<file path="config.mk">
export PLATFORM = sky130hd
export DESIGN_NAME = parity_xcvr
export DESIGN_NICKNAME = d
export VERILOG_FILES = /design/src/rtl/parity_xcvr.sv
export SDC_FILE = /design/constraint.sdc
export NUM_CORES = 1
export LEC_CHECK = 0
export ABC_AREA = 1
export BUFFER_PORTS_ARGS = -buffer_cell sky130_fd_sc_hd__buf_2
export CORE_AREA = 5 5 42 44
export DETAILED_ROUTE_END_ITERATION = 16
export DIE_AREA = 0 0 47 49
export GPL_ROUTABILITY_DRIVEN = 0
export HOLD_SLACK_MARGIN = 0.15
export PLACE_DENSITY = 0.74
export SYNTH_ARGS = -nofsm -noshare
export SYNTH_HDL_FRONTEND = slang
export SYNTH_SLANG_ARGS = --single-unit
export TNS_END_PERCENT = 100
</file>
<file path="constraint.sdc">
create_clock -name clk -period 1.5 [get_ports clk]
set_clock_uncertainty 0.1 [all_clocks]
set_input_delay 0.225 -clock clk [delete_from_list [all_inputs] [get_ports clk]]
set_output_delay 0.225 -clock clk [all_outputs]
set_load 0.05 [all_outputs]
</file>
<file path="src/rtl/parity_xcvr.sv">
module parity_xcvr #(
  parameter int W = 8
) (
  input  logic         clk,
  input  logic         rst_n,
  input  logic         ab_en_n,
  input  logic         ba_en_n,
  input  logic [W-1:0] a_in,
  output logic [W-1:0] a_out,
  output logic         a_oe,
  input  logic [W-1:0] b_in,
  output logic [W-1:0] b_out,
  output logic         b_oe,
  input  logic         par_in,
  output logic         par_out,
  output logic         par_oe,
  input  logic         le,
  input  logic         clr_n,
  output logic         err_n,
  output logic         err_oe
);

  logic to_b, to_a, diag, live_err, held_err, flag;

  assign to_b = !ab_en_n;
  assign to_a = !ba_en_n && ab_en_n;
  assign diag = !ab_en_n && !ba_en_n;

  assign b_out   = a_in;
  assign b_oe    = to_b;
  assign par_out = diag ? ^a_in : ~^a_in;
  assign par_oe  = to_b;

  assign a_out = b_in;
  assign a_oe  = to_a;

  assign live_err = to_a && !(^{b_in, par_in});

  always_ff @(posedge clk or negedge rst_n) begin
    if (!rst_n)      held_err <= 1'b0;
    else if (!clr_n) held_err <= 1'b0;
    else if (le)     held_err <= live_err;
  end

  assign flag   = clr_n && (le ? live_err : held_err);
  assign err_n  = !flag;
  assign err_oe = flag;

  assert_isolate_R5: assert property (@(posedge clk) disable iff (!rst_n)
    (ab_en_n && ba_en_n) |-> (!a_oe && !b_oe && !par_oe));

  assert_odd_parity_R2: assert property (@(posedge clk) disable iff (!rst_n)
    (!ab_en_n && ba_en_n) |-> (^{b_out, par_out}));

  assert_diag_even_R6: assert property (@(posedge clk) disable iff (!rst_n)
    (!ab_en_n && !ba_en_n) |-> !(^{b_out, par_out}));

  assert_one_dir_R1: assert property (@(posedge clk) disable iff (!rst_n)
    !(a_oe && b_oe));

  assert_clear_wins_R8: assert property (@(posedge clk) disable iff (!rst_n)
    !clr_n |-> !err_oe);

  assert_clear_sticks_R8: assert property (@(posedge clk) disable iff (!rst_n)
    (!clr_n && $past(clr_n)) |=> (le || !clr_n || !err_oe));

  assert_hold_R7: assert property (@(posedge clk) disable iff (!rst_n)
    (!le && $past(!le) && clr_n && $past(clr_n)) |-> $stable(err_oe));

  assert_no_check_R9: assert property (@(posedge clk) disable iff (!rst_n)
    (ba_en_n && le) |-> !err_oe);

  assert_pad_R10: assert property (@(posedge clk) disable iff (!rst_n)
    err_oe |-> !err_n);

endmodule

</file>
==> results.yml <==
routing:
  drc: 0
  drt_iter0_drc: 2
  first_pass_iters: 4
  routed_wl_mm: 1.11
  vias_per_cell: 4.10
  ant_nets: 0
  wl_per_cell_um: 9.59
  via_count: 476
sta:
  final-max-slew-violation-count: 0
  period_needed_ns: 1.53
  hold_viol_final: 0
  setup_viol: 1
  fin_setup_tns_ns: -0.0286
  slew_headroom_pct: 83.2
  fin_crit_sh_pct: 102
  tightest_slew_ns: 0.251
  rsz0062_at_grt: "true"
  fmax_ghz: 0.654
  worst_slack_ns: -0.0286
  hold-worst-slack_ns: 0.436
worst_setup_path:
  required_ns: 1.17
  cpMaxStageDelayCell: "a21oi_4"
  critPathKind: "primary input to output port"
  cpMostUsedCell: "nand2_2"
  worstSetupEndpointType: "output port"
  worstSetupStartpoint: "b_in[0]"
  critPathArrivalTime_ns: 1.20
  cp_cell_sequence: "buf_8 > inv_4 > nand2_4 > nand2_2 > nand2_2 > nand2_2 > nand2_2 > nand2_1 > nand2_1 > nand3_2 > a21oi_4 > buf_6"
  rr_startpoint: "held_err"
  start_kind: "primary input"
  critical_path.endpoint: "err_oe"
  critPathMaxFanout: 3
  r2r_cells: 4
  worst_path_largest_cell_delay_ns: 0.17
  rrSetupSlack_ns: 0.42
  crit-reg2reg-capture: "held_err"
placed_design:
  portBuffers: 44
  dpl_cell_area_sq_um: 574
  hpwlAfterDp_um: 946
floorplan:
  die_y_um: 49
  start_util_pct: 30.4
  dieWidth_um: 47
  placeableCoreArea_sq_mm: 0.00140
  die_area_sq_mm: 0.00230
  rows: 14
  io_pins: 45
grt:
  grt_usage_pct: 7.72
  gr-total-overflow: 0
  grt_pass1_wl_mm: 1.48
  antenna_found_initial: 0
  grt_max_degree: 5
  grt_pass1_vias: 417
finish:
  syn_to_final_growth_pct: 69.7
  design_area_sq_um: 722
  regMostFlops: "held_err"
  largest_reg_flops: 1
  n_antenna_cell: 0
  drive_gt1_share_pct: 70.0
  reg.largest.list: "held_err: 1 flops"
  nets: 125
flow_run:
  maxCapViolCount: 0
clock_network:
  cts.clk_slew.worst_paths_ns: 0
  clk_latency_ns: 0
yosys:
  yosysSeqAreaShare_pct: 5.88
  syn-num-nets: 92
  synth_warnings: 0
  synthesis.area_sq_um: 425
  synth.ff_latch_count: 1
  synthCells: 69
  synth_area_per_cell_sq_um: 6.17
  synth_cell_types: 16
power:
  power_leakage_nw: 0.418
  irDropWorstVdd_uv: 269
  p_per_area_mw_per_mm2: 572
status:
  status: "finished with violations"
  violations: "negative setup slack"
worst_hold_path:
  hold_class: "primary input to asynchronous set/reset pin"
[cell families (layout without fill, tap and decap cells)]
family	Yosys count	in the layout	share of synthesized area [%]
AND/OR/NAND/NOR	31	31	31.8
buffers and inverters	26	57	37.9
XOR/XNOR	9	9	22.1
AO/OA/AOI/OAI	2	2	2.35
flip-flops	1	1	5.88
[power breakdown]
| group | internal, mW | total (mW) | switching, mW |
|---|---|---|---|
| clock network | 0 | 0 | 0 |
| logic | 0.141 | 0.384 | 0.242 |
| registers | 0.0291 | 0.0295 | 0.000399 |
| total | 0.170 | 0.413 | 0.243 |
[critical path: cells and delay by family]
kind / cells / cell delay [ns]
AND/OR/NAND/NOR: 8 / 0.52
AO/OA/AOI/OAI: 1 / 0.17
buffers and inverters: 3 / 0.29
[cells in the mapped netlist (all sizes together)]
library cell	instances	area [sq um]
buf	17	128
nand3	4	25.0
dfrtp	1	25.0
inv	9	33.8
xor2	1	8.76
or2	1	6.26
nand2	19	73.8
xnor2	8	85.1
nand3b	1	7.51
o21ai	1	5.00
a21oi	1	5.00
nor2	6	22.5
[layout make-up]
type | count | area (sq um)
inverters | 9 | 38.8
fillers | 153 | 679
multi-input cells | 42 | 319
flip-flops and latches | 1 | 25.0
well taps | 16 | 20.0
repair buffers | 48 | 319
[per-stage QoR]
| step | total power [mW] | instances | utilization, % | setup slack, ns |
|---|---|---|---|---|
| after floorplan | 0.298 | 69 | - | -0.164 |
| after global placement | 0.352 | 114 | 41.0 | -0.0974 |
| after detailed placement | 0.357 | 114 | 41.0 | -0.0951 |
| after CTS | 0.379 | 115 | 43.6 | -0.00912 |
| after global routing | 0.439 | 116 | 51.5 | -0.123 |
| final | 0.413 | 116 | 51.5 | -0.0286 |
[repair_timing]
item,in CTS,in global routing
hold buffers,1,0
setup buffers,0,1
gates resized for setup,7,33
pin swaps,0,15
setup endpoints to repair,3,3
hold endpoints to repair,1,0
cloned,0,0
[layout by cell type (no fill, tap or decap)]
cell	Yosys	layout
a21oi_4	0	1
buf_2	0	34
buf_4	17	5
buf_6	0	5
buf_8	0	3
dfrtp_1	1	1
dlygate4sd3_1	0	1
inv_1	7	4
inv_2	2	3
inv_4	0	2
nand2_1	18	10
nand2_2	1	7
nand2_4	0	2
nand3_1	3	1
nand3_2	1	3
nand3b_1	1	1
nor2_1	6	4
nor2_2	0	1
nor2_4	0	1
o21ai_0	1	1
or2_1	1	1
xnor2_1	6	5
xnor2_2	2	2
xnor2_4	0	1
xor2_1	1	1
[how the worst min path moves through the flow]
stage | startpoint | end | slack, ns | cells past startpoint
final | rst_n | held_err | 0.44 | 2
after global placement | rst_n | held_err | -0.1 | 1
after floorplan | rst_n | held_err | -0.17 | 0
after CTS | le | held_err | 0.36 | 2
after detailed placement | rst_n | held_err | -0.09 | 1
after global routing | rst_n | held_err | 0.46 | 2
[metal layers]
metal | GRT usage [%] | vias to the layer above | wire length [um]
li1 | - | 253 | -
met4 | 0 | 0 | 0
met1 | 7.84 | 203 | 326
met2 | 16.7 | 20 | 677
met5 | 0 | - | 0
met3 | 0 | 0 | 109
(Power assumes the default switching activity.)
